==> src/rtl/acc_seq_pkg.sv <==
package acc_seq_pkg;

    typedef enum logic [1:0] {
        OP_NOP   = 2'b00,
        OP_ADD   = 2'b01,
        OP_STORE = 2'b10,
        OP_EI    = 2'b11
    } opcode_e;

    typedef enum logic [4:0] {
        S_FETCH,
        S_ADD_MAR, S_ADD_RD, S_ADD_MDR, S_ADD_ACC,
        S_ST_MAR, S_ST_WR, S_ST_MDR, S_ST_MEM,
        S_SIMPLE,
        S_INT_MAR0, S_INT_SPDEC, S_INT_SPMAR,
        S_INT_WR, S_INT_MDR, S_INT_MEM, S_INT_VEC, S_INT_CLR
    } seq_state_e;

    typedef struct packed {
        logic ir_ld;
        logic pc_inc;
        logic mar_from_ir;
        logic mar_zero;
        logic mar_from_sp;
        logic sp_dec;
        logic mem_rd;
        logic mem_wr_arm;
        logic mdr_from_mem;
        logic mdr_from_acc;
        logic mdr_from_pc;
        logic mem_commit;
        logic alu_add;
        logic pc_vec;
        logic ie_clr;
        logic ie_set;
        logic int_ack;
    } uop_t;

    function automatic int mem_seed(int idx);
        return idx * 5 + 3;
    endfunction

endpackage

==> src/rtl/acc_seq_irq.sv <==
module acc_seq_irq (
    input  logic clk,
    input  logic rst,
    input  logic irq_req,
    input  logic ie_set,
    input  logic ie_clr,
    input  logic int_ack,
    output logic ie,
    output logic pend
);
    always_ff @(posedge clk) begin
        if (rst) begin
            ie   <= 1'b0;
            pend <= 1'b0;
        end else begin
            if (ie_clr)      ie <= 1'b0;
            else if (ie_set) ie <= 1'b1;

            if (ie_clr || int_ack)   pend <= 1'b0;
            else if (ie && irq_req)  pend <= 1'b1;
        end
    end

    // clearing the enable also drops any held request
    assert_ie_clear_R8: assert property (@(posedge clk) disable iff (rst)
        ie_clr |=> (!ie && !pend));

    // no request is held while the enable is off
    assert_no_pend_when_off_R8: assert property (@(posedge clk) disable iff (rst)
        (!ie && !ie_set) |=> !pend);

endmodule

==> src/rtl/acc_seq_ctrl.sv <==
module acc_seq_ctrl
    import acc_seq_pkg::*;
(
    input  logic       clk,
    input  logic       rst,
    input  logic       instr_valid,
    input  logic [1:0] instr_op,
    input  logic       pend,
    input  logic       stack_mode,
    output uop_t       uop,
    output logic       fetch_rdy,
    output logic       in_irq
);
    seq_state_e state, state_n;

    always_ff @(posedge clk) begin
        if (rst) state <= S_FETCH;
        else     state <= state_n;
    end

    always_comb begin
        uop     = '0;
        state_n = state;
        case (state)
            S_FETCH: if (instr_valid) begin
                uop.ir_ld  = 1'b1;
                uop.pc_inc = 1'b1;
                case (opcode_e'(instr_op))
                    OP_ADD:   state_n = S_ADD_MAR;
                    OP_STORE: state_n = S_ST_MAR;
                    default:  state_n = S_SIMPLE;
                endcase
            end
            S_ADD_MAR:   begin uop.mar_from_ir = 1'b1;  state_n = S_ADD_RD;  end
            S_ADD_RD:    begin uop.mem_rd = 1'b1;       state_n = S_ADD_MDR; end
            S_ADD_MDR:   begin uop.mdr_from_mem = 1'b1; state_n = S_ADD_ACC; end
            S_ADD_ACC:   uop.alu_add = 1'b1;
            S_ST_MAR:    begin uop.mar_from_ir = 1'b1;  state_n = S_ST_WR;   end
            S_ST_WR:     begin uop.mem_wr_arm = 1'b1;   state_n = S_ST_MDR;  end
            S_ST_MDR:    begin uop.mdr_from_acc = 1'b1; state_n = S_ST_MEM;  end
            S_ST_MEM:    uop.mem_commit = 1'b1;
            S_SIMPLE:    ;
            S_INT_MAR0:  begin uop.mar_zero = 1'b1;     state_n = S_INT_WR;  end
            S_INT_SPDEC: begin uop.sp_dec = 1'b1;       state_n = S_INT_SPMAR; end
            S_INT_SPMAR: begin uop.mar_from_sp = 1'b1;  state_n = S_INT_WR;  end
            S_INT_WR:    begin uop.mem_wr_arm = 1'b1;   state_n = S_INT_MDR; end
            S_INT_MDR:   begin uop.mdr_from_pc = 1'b1;  state_n = S_INT_MEM; end
            S_INT_MEM:   begin uop.mem_commit = 1'b1;   state_n = S_INT_VEC; end
            S_INT_VEC:   begin uop.pc_vec = 1'b1;       state_n = S_INT_CLR; end
            S_INT_CLR:   begin uop.ie_clr = 1'b1;       state_n = S_FETCH;   end
            default:     state_n = S_FETCH;
        endcase

        // end-of-execute interrupt check
        if (state == S_ADD_ACC || state == S_ST_MEM || state == S_SIMPLE) begin
            if (state == S_SIMPLE && instr_op_q == OP_EI) uop.ie_set = 1'b1;
            if (pend) begin
                uop.int_ack = 1'b1;
                state_n = stack_mode ? S_INT_SPDEC : S_INT_MAR0;
            end else begin
                state_n = S_FETCH;
            end
        end
    end

    opcode_e instr_op_q;
    always_ff @(posedge clk) begin
        if (rst)            instr_op_q <= OP_NOP;
        else if (uop.ir_ld) instr_op_q <= opcode_e'(instr_op);
    end

    assign fetch_rdy = (state == S_FETCH);
    assign in_irq    = (state >= S_INT_MAR0);

    // read and write strobes never share a beat
    assert_strobe_excl_R4: assert property (@(posedge clk) disable iff (rst)
        !(uop.mem_rd && uop.mem_wr_arm));

    // once the interrupt cycle is entered it runs before the next fetch
    assert_ack_enters_irq_R5: assert property (@(posedge clk) disable iff (rst)
        uop.int_ack |=> (in_irq && !fetch_rdy));

endmodule

==> src/rtl/acc_seq_datapath.sv <==
module acc_seq_datapath
    import acc_seq_pkg::*;
#(
    parameter int AW       = 4,
    parameter int DW       = 8,
    parameter int VEC_ADDR = 12
) (
    input  logic          clk,
    input  logic          rst,
    input  uop_t          uop,
    input  logic [AW+1:0] instr_word,
    output logic [DW-1:0] acc,
    output logic [AW-1:0] pc,
    output logic [AW-1:0] sp
);
    localparam int DEPTH = 1 << AW;

    logic [AW-1:0] ir_addr, mar;
    logic [DW-1:0] mdr, rdata;
    logic          wr_armed;
    logic [DW-1:0] mem [DEPTH];

    always_ff @(posedge clk) begin
        if (rst) begin
            ir_addr  <= '0;
            pc       <= '0;
            sp       <= '1;
            mar      <= '0;
            mdr      <= '0;
            rdata    <= '0;
            acc      <= '0;
            wr_armed <= 1'b0;
            for (int i = 0; i < DEPTH; i++) mem[i] <= DW'(mem_seed(i));
        end else begin
            if (uop.ir_ld)        ir_addr <= instr_word[AW-1:0];
            if (uop.pc_vec)       pc <= AW'(VEC_ADDR);
            else if (uop.pc_inc)  pc <= pc + 1'b1;
            if (uop.sp_dec)       sp <= sp - 1'b1;
            if (uop.mar_from_ir)  mar <= ir_addr;
            else if (uop.mar_zero)    mar <= '0;
            else if (uop.mar_from_sp) mar <= sp;
            if (uop.mem_rd)       rdata <= mem[mar];
            if (uop.mdr_from_mem)      mdr <= rdata;
            else if (uop.mdr_from_acc) mdr <= acc;
            else if (uop.mdr_from_pc)  mdr <= DW'(pc);
            if (uop.alu_add)      acc <= acc + mdr;
            if (uop.mem_wr_arm)   wr_armed <= 1'b1;
            else if (uop.mem_commit) begin
                wr_armed <= 1'b0;
                if (wr_armed) mem[mar] <= mdr;
            end
        end
    end

    // accumulator only moves on an add beat
    assert_acc_hold_R2: assert property (@(posedge clk) disable iff (rst)
        !uop.alu_add |=> $stable(acc));

    // vector beat lands the fixed vector in the program counter
    assert_vec_load_R7: assert property (@(posedge clk) disable iff (rst)
        uop.pc_vec |=> (pc == AW'(VEC_ADDR)));

    // stack pointer steps down by one on a push beat
    assert_sp_dec_R9: assert property (@(posedge clk) disable iff (rst)
        uop.sp_dec |=> (sp == $past(sp) - 1'b1));

endmodule

==> src/rtl/acc_seq_top.sv <==
module acc_seq_top
    import acc_seq_pkg::*;
#(
    parameter int AW       = 4,
    parameter int DW       = 8,
    parameter int VEC_ADDR = 12
) (
    input  logic          clk,
    input  logic          rst,
    input  logic          instr_valid,
    input  logic [AW+1:0] instr_word,
    input  logic          irq_req,
    input  logic          stack_mode,
    output logic          fetch_rdy,
    output logic          mem_rd,
    output logic          mem_wr,
    output logic          alu_add,
    output logic          in_irq,
    output logic [DW-1:0] acc,
    output logic [AW-1:0] pc,
    output logic [AW-1:0] sp,
    output logic          ie
);
    uop_t uop;
    logic pend;

    acc_seq_ctrl u_ctrl (
        .clk(clk), .rst(rst), .instr_valid(instr_valid),
        .instr_op(instr_word[AW+1:AW]), .pend(pend), .stack_mode(stack_mode),
        .uop(uop), .fetch_rdy(fetch_rdy), .in_irq(in_irq)
    );

    acc_seq_irq u_irq (
        .clk(clk), .rst(rst), .irq_req(irq_req), .ie_set(uop.ie_set),
        .ie_clr(uop.ie_clr), .int_ack(uop.int_ack), .ie(ie), .pend(pend)
    );

    acc_seq_datapath #(.AW(AW), .DW(DW), .VEC_ADDR(VEC_ADDR)) u_dp (
        .clk(clk), .rst(rst), .uop(uop), .instr_word(instr_word),
        .acc(acc), .pc(pc), .sp(sp)
    );

    assign mem_rd  = uop.mem_rd;
    assign mem_wr  = uop.mem_wr_arm;
    assign alu_add = uop.alu_add;

    // the interrupt cycle is only entered with a request held
    assert_irq_entry_R5: assert property (@(posedge clk) disable iff (rst)
        $rose(in_irq) |-> $past(pend));

    // interrupt cycle always leaves the enable clear
    assert_exit_ie_off_R8: assert property (@(posedge clk) disable iff (rst)
        $fell(in_irq) |-> !ie);

endmodule

==> config.mk <==
export PLATFORM = sky130hd
export DESIGN_NAME = acc_seq_top
export DESIGN_NICKNAME = d
export VERILOG_FILES = /design/src/rtl/acc_seq_pkg.sv /design/src/rtl/acc_seq_irq.sv /design/src/rtl/acc_seq_ctrl.sv /design/src/rtl/acc_seq_datapath.sv /design/src/rtl/acc_seq_top.sv
export SDC_FILE = /design/constraint.sdc
export NUM_CORES = 1
export LEC_CHECK = 0
export BUFFER_PORTS_ARGS = -buffer_cell sky130_fd_sc_hd__clkbuf_2
export CORE_ASPECT_RATIO = 1.5
export CORE_MARGIN = 4
export CORE_UTILIZATION = 65
export DETAILED_ROUTE_END_ITERATION = 8
export PLACE_DENSITY = 0.83
export SYNTH_ARGS = -nofsm -noshare
export SYNTH_HDL_FRONTEND = slang
export SYNTH_SLANG_ARGS = --single-unit
==> constraint.sdc <==
create_clock -name clk -period 3.5 [get_ports clk]
set_clock_uncertainty 0.2 [all_clocks]
set_input_delay 0.35 -clock clk [delete_from_list [all_inputs] [get_ports clk]]
set_output_delay 0.35 -clock clk [all_outputs]
set_load 0.1 [all_outputs]
==> results.py <==
metrics = {
    "cts": {
        "cts_tree": "built",
        "cts.htree.levels": 4,
        "cts_made_buffers": 17,
        "ctsResizeCount": 0,
        "cts_setup_buffers": 0,
        "cts.sinks": 178,
        "clk_pin_slew_worst_paths_ps": 60,
        "cts_root_buf": "clkbuf_16",
        "clk_path_buf_depth": 2,
        "hold_buffers": 6,
        "clock_latency_ps": 420,
    },
    "timing": {
        "max_freq_mhz": 334.7,
        "holdWs_ps": 3.780,
        "setup_tns_ps": 0,
        "final_hold_viol_count": 0,
        "tightestPinTransition_ps": 846.1,
        "min_period_ps": 2987,
        "drv_slew": 0,
        "rsz0062_at_grt": "no",
        "period_share": 0.8535,
        "relSlewSlack": 0.4351,
        "setup_violations": 0,
    },
    "worst_setup_path": {
        "cp-start-kind": "flop",
        "crit_required_ps": 2950,
        "critPathSlowestCell": "clkbuf_2",
        "slowest_delay_ps": 500,
        "end_kind": "output pin",
        "cp_data_arrival_time_ps": 2440,
        "worst-path-max-fanout": 17,
        "cp_cell_sequence": "buf_4 > nor2_1 > nand3_1 > clkinv_1 > clkbuf_2",
        "path_class": "reg -> out",
    },
    "route": {
        "first_pass_iters": 5,
        "drc_errors": 0,
        "vias": 5661,
        "drtAntennaViolNets": 0,
        "drt_wl_total_mm": 20.42,
        "drt-vias-per-instance": 6.404,
        "drt_iter0_markers": 580,
        "wl_per_cell_um": 23.10,
    },
    "power_and_ir_drop": {
        "p_per_area_mw_per_mm2": 572.0,
        "vdd_drop_max_mv": 0.4364,
        "p_switching_mw": 1.644,
        "finalPower_mw": 5.480,
        "sequentialPowerShare": 0.443,
        "clkPwrFrac": 0.331,
        "swShare": 0.3000,
        "p_leak_nw": 3.403,
        "power_frac_comb": 0.226,
        "p_int_mw": 3.836,
    },
    "floorplanning": {
        "coreArea_mm2": 0.01295,
        "dieArea_mm2": 0.01519,
        "io-pin-count": 33,
        "row_count": 51,
        "die_y_um": 149.0,
        "start_util": 0.6647,
        "die_w_um": 102.0,
    },
    "synth": {
        "yosysTopAreaCellShare": 0.4464,
        "synth_common_cells": "edfxtp_1, and2_1, nand2b_1, dfxtp_1, nand2_1",
        "synth-seq-cells": 178,
        "syn_area_mm2": 0.008611,
        "synthCells": 674,
        "ys_seq_area_frac": 0.5626,
        "synth.avg_cell_area_um2": 12.78,
        "ys_warn_count": 0,
        "yosysMostFrequentCell": "edfxtp_1",
        "async_flop_share": 0,
        "synth.area.top_cells": "edfxtp_1, dfxtp_1, mux4_2, and2_1, nand2b_1",
        "synth_nets": 696,
        "synth_edf_count": 128,
        "ys_types": 56,
        "post-synth-top-area-cell": "edfxtp_1",
        "synthFlopType": "edfxtp_1",
    },
    "global_routing": {
        "grt_max_degree": 32,
        "grt_pass1_vias": 5665,
        "grtUsageTotal": 0.2868,
        "antenna_found_initial": 0,
        "grt_overflow_total": 0,
        "grt_pass1_wl_mm": 31.55,
    },
    "worst_hold_path": {
        "hp-class": "in -> reg",
    },
    "flow_run": {
        "cap_violations": 0,
    },
    "layout": {
        "layout.nets": 735,
        "nFillCells": 834,
        "drive_gt1_frac": 0.2030,
        "area_growth_pct": 11.26,
    },
    "place": {
        "routabilityCongestion": 0.8987,
        "dp_hpwl_mm": 14.30,
        "port_buffers": 32,
    },
    "outcome": {
        "status": "finished, final reports clean",
    },
}
==> critical path: cells and delay by family (launching register included) <==
family        cells  cell delay, ps
buf+inv           3            1000
simple gates      2             690
flops             1             330
==> worst paths after layout <==
check / slack, ps / to / cells past startpoint / start
hold / removal: 4 / u_dp.ir_addr[2]$_SDFFE_PP0P_ / 3 / instr_word[2]
hold reg to reg: 310 / u_ctrl.instr_op_q[1]$_SDFFE_PP0P_ / 2 / u_ctrl.instr_op_q[1]$_SDFFE_PP0P_
setup / recovery: 510 / alu_add / 5 / u_ctrl.state[0]$_SDFFE_PP0P_
setup reg to reg: 810 / u_dp.mem[6][4]$_SDFFCE_PN0P_ / 3 / u_dp.mar[2]$_SDFFE_PP0P_
==> cell usage in the layout (no fill, tap or decap), drive strengths merged, types with 7 or more instances in the layout <==
cell type	netlist	routed
mux2i	29	29
a22oi	8	8
a211oi	7	7
nor4	7	7
o221ai	8	8
dfxtp	50	50
inv	8	12
clkbuf	22	49
a21oi	23	23
nor3	21	21
nor2	29	29
o21ai	10	10
nand3	10	10
buf	17	21
or2	19	19
mux4	32	32
ha	10	10
nand2b	54	54
nor2b	7	7
and2	80	80
nand2	40	40
edfxtp	128	128
==> logic make-up after synthesis <==
family          synth area share
fa+ha+maj                0.01686
mux                       0.1187
xor+xnor                 0.01017
simple gates              0.2074
compound gates           0.06045
flops                     0.5626
buf+inv                  0.02383
==> metal layers <==
metal,part of all wire,global-route usage
met1,0.35,0.3341
met2,0.55,0.5068
met3,0.056,0.04445
met4,0.043,0.1412
met5,0,0
==> stage by stage <==
step                      utilization  cells  setup slack [ps]  instance area [um2]
after floorplan                     -    674             383.5                 8611
after global placement         0.6915    847             977.9                 8957
after detailed placement       0.6915    847             835.4                 8957
after CTS                      0.7394    883             527.4                 9578
after global routing           0.7394    883             438.2                 9578
final                          0.7396    884             512.7                 9580
==> power by group through the flow <==
stage | combinational, mW | clock, mW | sequential (mW)
floorplan | 0.924 | 0 | 2.47
global placement | 1.17 | 0 | 2.46
detailed placement | 1.20 | 0 | 2.47
CTS | 1.23 | 1.82 | 2.42
global route | 1.31 | 1.92 | 2.43
finish | 1.24 | 1.82 | 2.43
==> state kept, by name (all words and copies together), names as in the netlist, 4 cells and up <==
name / flops
u_dp.sp: 4
u_dp.ir_addr: 4
u_dp.mem: 128
u_dp.rdata: 8
u_dp.mar: 4
u_dp.mdr: 8
u_ctrl.state: 5
u_dp.pc: 4
u_dp.acc: 8
==> area by class of cell <==
cell class | instances | area [um2] | share of cell area
antenna | 1 | 2.502 | 0.0002612
clock buffer | 17 | 425.4 | 0.04440
clock inverter | 13 | 135.1 | 0.01410
inverter | 9 | 33.78 | 0.003526
timing repair buffer | 59 | 377.9 | 0.03944
sequential | 178 | 4846 | 0.5058
multi-input combinational | 448 | 3561 | 0.3717
tap | 159 | 198.9 | 0.02077
No activity file was read; power rests on OpenSTA's default activity.
